File: src/rtl/wdsup_pkg.sv
package wdsup_pkg;

  typedef enum logic {
    ST_HOLD = 1'b0,
    ST_RUN  = 1'b1
  } sup_st_e;

  typedef enum logic [1:0] {
    PER_LONG  = 2'd0,
    PER_MID   = 2'd1,
    PER_SHORT = 2'd2,
    PER_OFF   = 2'd3
  } per_sel_e;

  function automatic int unsigned cnt_width(input int unsigned n);
    return (n < 2) ? 1 : $clog2(n);
  endfunction

  function automatic int unsigned max3(input int unsigned a, input int unsigned b,
                                       input int unsigned c);
    int unsigned m;
    m = (a > b) ? a : b;
    return (m > c) ? m : c;
  endfunction

endpackage

File: src/rtl/wdsup_release.sv
// Counts the release stretch; done while the last cycle of the stretch is reached.
module wdsup_release #(
  parameter int unsigned HOLD_CYC = 8192
) (
  input  logic clk,
  input  logic rst_n,
  input  logic clear,
  output logic done
);
  localparam int unsigned CW = wdsup_pkg::cnt_width(HOLD_CYC);
  localparam logic [CW-1:0] LAST = CW'(HOLD_CYC - 1);

  logic [CW-1:0] cnt;

  always_ff @(posedge clk or negedge rst_n) begin
    if (!rst_n)           cnt <= '0;
    else if (clear)       cnt <= '0;
    else if (cnt != LAST) cnt <= cnt + 1'b1;
  end

  assign done = (cnt == LAST);
endmodule

File: src/rtl/wdsup_wdog.sv
// Watchdog period counter with code-selected limit; off code holds it at zero.
module wdsup_wdog #(
  parameter int unsigned PER_LONG_CYC  = 57344,
  parameter int unsigned PER_MID_CYC   = 24576,
  parameter int unsigned PER_SHORT_CYC = 8192
) (
  input  logic       clk,
  input  logic       rst_n,
  input  logic       en,
  input  logic       svc,
  input  logic [1:0] sel,
  output logic       expire
);
  import wdsup_pkg::*;

  localparam int unsigned MAXP = max3(PER_LONG_CYC, PER_MID_CYC, PER_SHORT_CYC);
  localparam int unsigned CW   = cnt_width(MAXP);

  logic [CW-1:0] cnt;
  logic [CW-1:0] lim_last;
  logic          off;

  always_comb begin
    off = 1'b0;
    unique case (per_sel_e'(sel))
      PER_LONG:  lim_last = CW'(PER_LONG_CYC - 1);
      PER_MID:   lim_last = CW'(PER_MID_CYC - 1);
      PER_SHORT: lim_last = CW'(PER_SHORT_CYC - 1);
      default: begin
        lim_last = '0;
        off      = 1'b1;
      end
    endcase
  end

  assign expire = en && !svc && !off && (cnt >= lim_last);

  always_ff @(posedge clk or negedge rst_n) begin
    if (!rst_n)                          cnt <= '0;
    else if (!en || svc || off || expire) cnt <= '0;
    else                                  cnt <= cnt + 1'b1;
  end
endmodule

File: src/rtl/wdog_supervisor.sv
module wdog_supervisor #(
  parameter int unsigned HOLD_CYC      = 8192,
  parameter int unsigned PER_LONG_CYC  = 57344,
  parameter int unsigned PER_MID_CYC   = 24576,
  parameter int unsigned PER_SHORT_CYC = 8192
) (
  input  logic       clk,
  input  logic       rst_n,
  input  logic       vlow,
  input  logic       svc,
  input  logic [1:0] per_sel,
  output logic       rst_req_n
);
  import wdsup_pkg::*;

  sup_st_e st, st_nx;
  logic    rel_done;
  logic    wd_expire;
  logic    running;

  assign running = (st == ST_RUN);

  wdsup_release #(.HOLD_CYC(HOLD_CYC)) u_rel (
    .clk   (clk),
    .rst_n (rst_n),
    .clear (vlow || running),
    .done  (rel_done)
  );

  wdsup_wdog #(
    .PER_LONG_CYC (PER_LONG_CYC),
    .PER_MID_CYC  (PER_MID_CYC),
    .PER_SHORT_CYC(PER_SHORT_CYC)
  ) u_wd (
    .clk    (clk),
    .rst_n  (rst_n),
    .en     (running && !vlow),
    .svc    (svc),
    .sel    (per_sel),
    .expire (wd_expire)
  );

  always_comb begin
    st_nx = st;
    unique case (st)
      ST_HOLD: if (!vlow && rel_done)  st_nx = ST_RUN;
      ST_RUN:  if (vlow || wd_expire) st_nx = ST_HOLD;
      default: st_nx = ST_HOLD;
    endcase
  end

  always_ff @(posedge clk or negedge rst_n) begin
    if (!rst_n) st <= ST_HOLD;
    else        st <= st_nx;
  end

  assign rst_req_n = running;
endmodule

File: config.mk
export PLATFORM = sky130hd
export DESIGN_NAME = wdog_supervisor
export DESIGN_NICKNAME = d
export VERILOG_FILES = /design/src/rtl/wdsup_pkg.sv /design/src/rtl/wdsup_release.sv /design/src/rtl/wdsup_wdog.sv /design/src/rtl/wdog_supervisor.sv
export SDC_FILE = /design/constraint.sdc
export NUM_CORES = 1
export LEC_CHECK = 0
export CORE_ASPECT_RATIO = 0.8
export CORE_MARGIN = 2
export CORE_UTILIZATION = 56
export DETAILED_ROUTE_END_ITERATION = 10
export DONT_BUFFER_PORTS = 1
export GPL_TIMING_DRIVEN = 0
export PLACE_DENSITY_LB_ADDON = 0.1
export SETUP_SLACK_MARGIN = 0.2
export SLEW_MARGIN = 20
export SYNTH_ARGS = -nofsm -noshare
export SYNTH_HDL_FRONTEND = slang
export SYNTH_SLANG_ARGS = --single-unit
export TNS_END_PERCENT = 5
File: constraint.sdc
create_clock -name clk -period 2.5 [get_ports clk]
set_clock_uncertainty 0.1 [all_clocks]
set_input_delay 0.75 -clock clk [delete_from_list [all_inputs] [get_ports clk]]
set_output_delay 0.75 -clock clk [all_outputs]
set_load 0.02 [all_outputs]
# Word-level counts from Yosys, hierarchy flattened
# Cells that the tools add are included.
[word_totals] ff_bits=30 latchBits=0 mem_bits_rw=0 mem_bits_ro=0 wordCells=35 mem_count=0 in_bits=6
[op_classes] n_bitwise=1 addsub=2 n_lt_le_gt_ge=1 eq_ne=4 shift=0 n_mux=8 n_div=0 reduce_logical=16 mul=0
[ops] operator="16-bit one-hot mux with 3 select lines" count=1
[ops] operator="13-bit two-way mux" count=2
[ops] operator="16-bit by 1-bit adder with 16-bit output, second input constant" count=1
[ops] operator="16-bit >= comparator" count=1
[ops] operator="16-bit two-way mux" count=1
[ops] operator="13-bit by 1-bit adder with 13-bit output, second input constant" count=1
[ops] operator="13-bit equality test, second input constant" count=1
[ops] operator="13-bit != test, second input constant" count=1
[ops] operator="1-bit logical AND" count=5
[ops] operator="1-bit logical OR" count=5
[ops] operator="1-bit logical NOT" count=3
[ops] operator="1-bit two-way mux" count=3
[ops] operator="3-bit OR reduction" count=1
[ops] operator="2-bit by 1-bit equality test with 1-bit output, second input constant" count=1
[ops] operator="2-bit equality test, second input constant" count=1
[ops] operator="2-bit logical NOT" count=1
[ops] operator="1-bit one-hot mux with 2 select lines" count=1
[ops] operator="2-bit nonzero test" count=1
[ops] operator="1-bit inverter" count=1

# Longest topological paths before layout
[depth] word_depth=8 mapped_depth=7 ltp_nobuf=6

# Modules after synthesis
# From an unflattened synthesis, not the netlist that was laid out.
[hier_totals] hier_cells=181 hier_area_um2=1736.7
[modules_own_cells] module="wdsup_wdog" cells_each=104 n_inst=1 area_per_inst_um2=969.7 seq_area_each_um2=400.4
[modules_own_cells] module="wdsup_release" cells_each=72 n_inst=1 area_per_inst_um2=718.2 seq_area_each_um2=325.3
[modules_own_cells] module="wdog_supervisor" cells_each=5 n_inst=1 area_per_inst_um2=48.8 seq_area_each_um2=25.0

# Least setup slack after synthesis
# OpenSTA, ideal clock, no wires.
[synth_path] path_kind="in2reg" start="input port per_sel[0]" end="register u_wd.cnt[13]" required_time_ps=2329 stages=7 setup_ps=71 path_slack_ps=-81 arrival_time_ps=2410 path_cell_list="or2_2 > ha_1 > a211oi_1 > nor4b_1 > a22oi_4 > buf_6 > nor2_1"
[synth_between] elab_chain_len=6 elab_cells_between_ends=12
[synth_lines] item="from (decl)" line="wdog_supervisor.sv:11" rtl="input logic [1:0] per_sel,"
[synth_lines] item="2-bit equality test, or another cell as far along" line="wdsup_wdog.sv:25" rtl="unique case (per_sel_e'(sel))"
[synth_lines] item="16-bit one-hot mux with 3 select lines or 3-bit OR reduction (tied branches)"
[synth_lines] item="16-bit >= comparator, or another cell as far along" line="wdsup_wdog.sv:36" rtl="assign expire = en && !svc && !off && (cnt >= lim_last);"
[synth_lines] item="1-bit logical AND or 1-bit logical OR (tied branches)" line="wdsup_wdog.sv:36, wdsup_wdog.sv:40"
[synth_lines] item="1-bit logical OR *" line="wdsup_wdog.sv:40" rtl="else if (!en || svc || off || expire) cnt <= '0;"
[synth_lines] item="16-bit two-way mux *" line="wdsup_wdog.sv:40"
[synth_lines] item="to (signal assigned)" line="wdsup_wdog.sv:41" rtl="else cnt <= cnt + 1'b1;"
[synth_lines] item="to (decl)" line="wdsup_wdog.sv:19" rtl="logic [CW-1:0] cnt;"
# Mark *: on every way between the ends. The rest lies on a longest branch, timed or not.
# A chain may end at the register's enable or synchronous reset.

# Final worst setup path
[layout_path] start="input port per_sel[0]" end="register u_wd.cnt[8]"
# Same word-level chain as after synthesis.

==> impl_metrics.json <==
{
  "end_kind": "flip-flop",
  "grt_max_degree": 31,
  "max_freq_mhz": 466,
  "yosys_warnings": 0,
  "hpwl_um": 2440,
  "ff2ff_setup_slack_ns": 0.43,
  "die_x_um": 64.3,
  "wl_per_cell_um": 15.9,
  "ant_nets": 0,
  "syn_area_um2": 1630,
  "numCtsBuffers": 5,
  "most-common-layout-cells": "dfrtp_1 (30), nor2_1 (22)",
  "chipHeight_um": 52.2,
  "grt_pass1_wl_um": 5680,
  "powerDensity_nw_per_um2": 453,
  "synth_edf_count": 0,
  "p_switching_uw": 188,
  "setup.worst_path.start_class": "primary input",
  "coreArea_um2": 2770,
  "h-tree-depth": 2,
  "grt_pass1_vias": 1168,
  "ios": 7,
  "required_ns": 2.67,
  "hold_violations": 0,
  "total_power_uw": 818,
  "outcome": "finished clean",
  "criticalPathCategory": "in -> reg",
  "p_int_uw": 629,
  "final_common_cell": "dfrtp_1",
  "place_area_um2": 1730,
  "via_per_inst": 5.97,
  "syn_area_per_cell_um2": 9.64,
  "finalSetupViolCount": 0,
  "firstDrtPassIters": 4,
  "critical_path.max_fanout": 10,
  "dieArea_um2": 3360,
  "pwr-share-comb_pct": 4.7,
  "ctsLongestPathBuffers": 2,
  "cts_tree": "built",
  "placedCellCount": 207,
  "antenna_cells": 0,
  "drc": 0,
  "ys.flop_type": "dfrtp_1",
  "clkTransAtPathRegs_ns": 0.09,
  "period_share_pct": 85.9,
  "slew_headroom_pct": 67.2,
  "root_buffer": "clkbuf_4",
  "hold_class": "in -> async",
  "final_cell_area_um2": 1810,
  "clock_sinks": 30,
  "stdcell_count": 214,
  "max_stage_delay_ns": 0.31,
  "drt-total-wl_um": 3410,
  "ys_ff_latch": 30,
  "dr_total_vias": 1278,
  "switching_share_pct": 23.0,
  "crit_chain": "or2_4 > ha_4 > a211oi_4 > nor4b_4 > a22oi_4 > buf_6 > nor2_1",
  "areaGrowthSynthToFinish_pct": 10.8,
  "async_flop_share_pct": 100,
  "yosysSeqAreaShare_pct": 46.1,
  "ys_types": 38,
  "fin_nets": 188,
  "synth_nets": 180,
  "grt_overflow": 0,
  "critical_path_arrival_ns": 2.31,
  "critPathSlowestCell": "a211oi_4",
  "num_rows": 17,
  "p_leak_nw": 0.709,
  "drtIter0Drc": 41,
  "rsz0062_at_grt": "false",
  "worstSkewPairLatency_ns": 0.35,
  "drive_above_1_share_pct": 10.2,
  "grt_util_all_layers_pct": 23.5,
  "worst_slew_pin_slew_ns": 0.492,
  "synthCells": 169,
  "start_util_pct": 58.9,
  "period_minus_slack_ns": 2.15,
  "path_delay_family": "simple AND/OR/NAND/NOR gates",
  "crit_buf_inv": 1,
  "seqPwrFrac_pct": 60.3,
  "ir_drop_mv": 0.273,
  "p_clk_share_pct": 35.1,
  "maxCapViolCount": 0,
  "antenna_found_initial": 0,
  "finalMaxSlewViolations": 0,
  "gp_congestion": 0.850,
  "fin_util_pct": 65.3,
  "port_buffers": 0
}
kinds of logic after synthesis:
family	Yosys count	share of synthesized area, %
AND/OR/NAND/NOR	75	24.3
AO/OA/AOI/OAI	34	14.9
flip-flops	30	46.1
XOR/XNOR	14	7.53
buffers and inverters	10	2.76
adder cells (fa/ha/maj)	5	3.84
multiplexers	1	0.614
synth_stat cells (all sizes together), types with 2 or more instances:
| cell | count | share of area (%) |
|---|---|---|
| o21ai | 8 | 2.5 |
| nor4 | 3 | 1.2 |
| a21boi | 2 | 0.92 |
| nand2 | 10 | 2.3 |
| or3 | 2 | 0.77 |
| nor2 | 22 | 5.1 |
| and4 | 3 | 1.6 |
| xnor2 | 10 | 5.4 |
| and3 | 4 | 1.5 |
| clkbuf | 6 | 1.4 |
| dfrtp | 30 | 46 |
| a21oi | 10 | 3.1 |
| inv | 3 | 0.69 |
| xor2 | 4 | 2.2 |
| nand4 | 6 | 3.2 |
| ha | 5 | 3.8 |
| nand3 | 10 | 3.1 |
| or2 | 2 | 0.77 |
| a31oi | 3 | 1.2 |
| nor3 | 9 | 2.8 |
| a2111o | 3 | 2.1 |
flip-flops by register name (all words and copies together) (netlist names):
register / flops
u_rel.cnt: 13
u_wd.cnt: 16
rst_req_n: 1
repair_timing:
action	in CTS	in global routing
endpoints found under the hold margin	30	0
hold buffers	1	0
resized for setup	0	0
setup buffers	0	0
endpoints found under the setup margin	0	0
worst register-to-register path: stages, from the launching register on:
cell      delay [ns]
dfrtp_1         0.43
and4_1          0.21
clkbuf_1        0.22
and4_1          0.30
clkbuf_1        0.40
a2111o_1        0.22
o21ai_1         0.06
layout make-up:
| cell class | count | area (µm²) |
|---|---|---|
| tap | 38 | 47.5 |
| fill | 226 | 960 |
| timing repair buffer | 1 | 20.0 |
| clock buffer | 6 | 51.3 |
| sequential | 30 | 751 |
| multi-input combinational | 129 | 891 |
| inverter | 3 | 11.3 |
| buffer | 7 | 33.8 |
power by group through the flow:
stage                     Sequential [mW]  Combinational (mW)  Clock [mW]
after CTS                           0.492              0.0387       0.293
after floorplan                     0.501              0.0210           0
after global placement              0.502              0.0240           0
final                               0.493              0.0381       0.287
after detailed placement            0.502              0.0256           0
after global routing                0.493              0.0419       0.316
stage by stage:
| step | setup TNS [ns] | setup WS [ns] | hold WS [ns] |
|---|---|---|---|
| final | 0 | 0.354 | 0.110 |
| after global routing | 0 | 0.258 | 0.115 |
| after CTS | 0 | 0.329 | 0.117 |
| after detailed placement | -0.0236 | -0.0236 | 0.355 |
| after global placement | 0 | 0.0773 | 0.355 |
| after floorplan | 0 | 0.191 | 0.354 |
metal layers:
layer  vias to the layer above  track usage [%]  share of wire [%]
met2                        19             33.7                 44
met3                         8             5.81                3.1
met4                         0             12.8                2.4
li1                        631                -                  -
met5                         -                0                  0
met1                       620             33.0                 51
path summary, 6_finish.rpt:
| path | start | endpoint | cells after the start |
|---|---|---|---|
| max | per_sel[0] | u_wd.cnt[8] | 7 |
| max reg2reg | u_rel.cnt[6] | u_rel.cnt[7] | 6 |
| min in group clk | vlow | rst_req_n | 1 |
| min reg2reg | u_rel.cnt[3] | u_rel.cnt[3] | 1 |
| min | rst_n | u_rel.cnt[5] | 1 |
| max in group asynchronous | rst_n | u_wd.cnt[4] | 1 |
No activity file was read; power rests on OpenSTA's default activity.
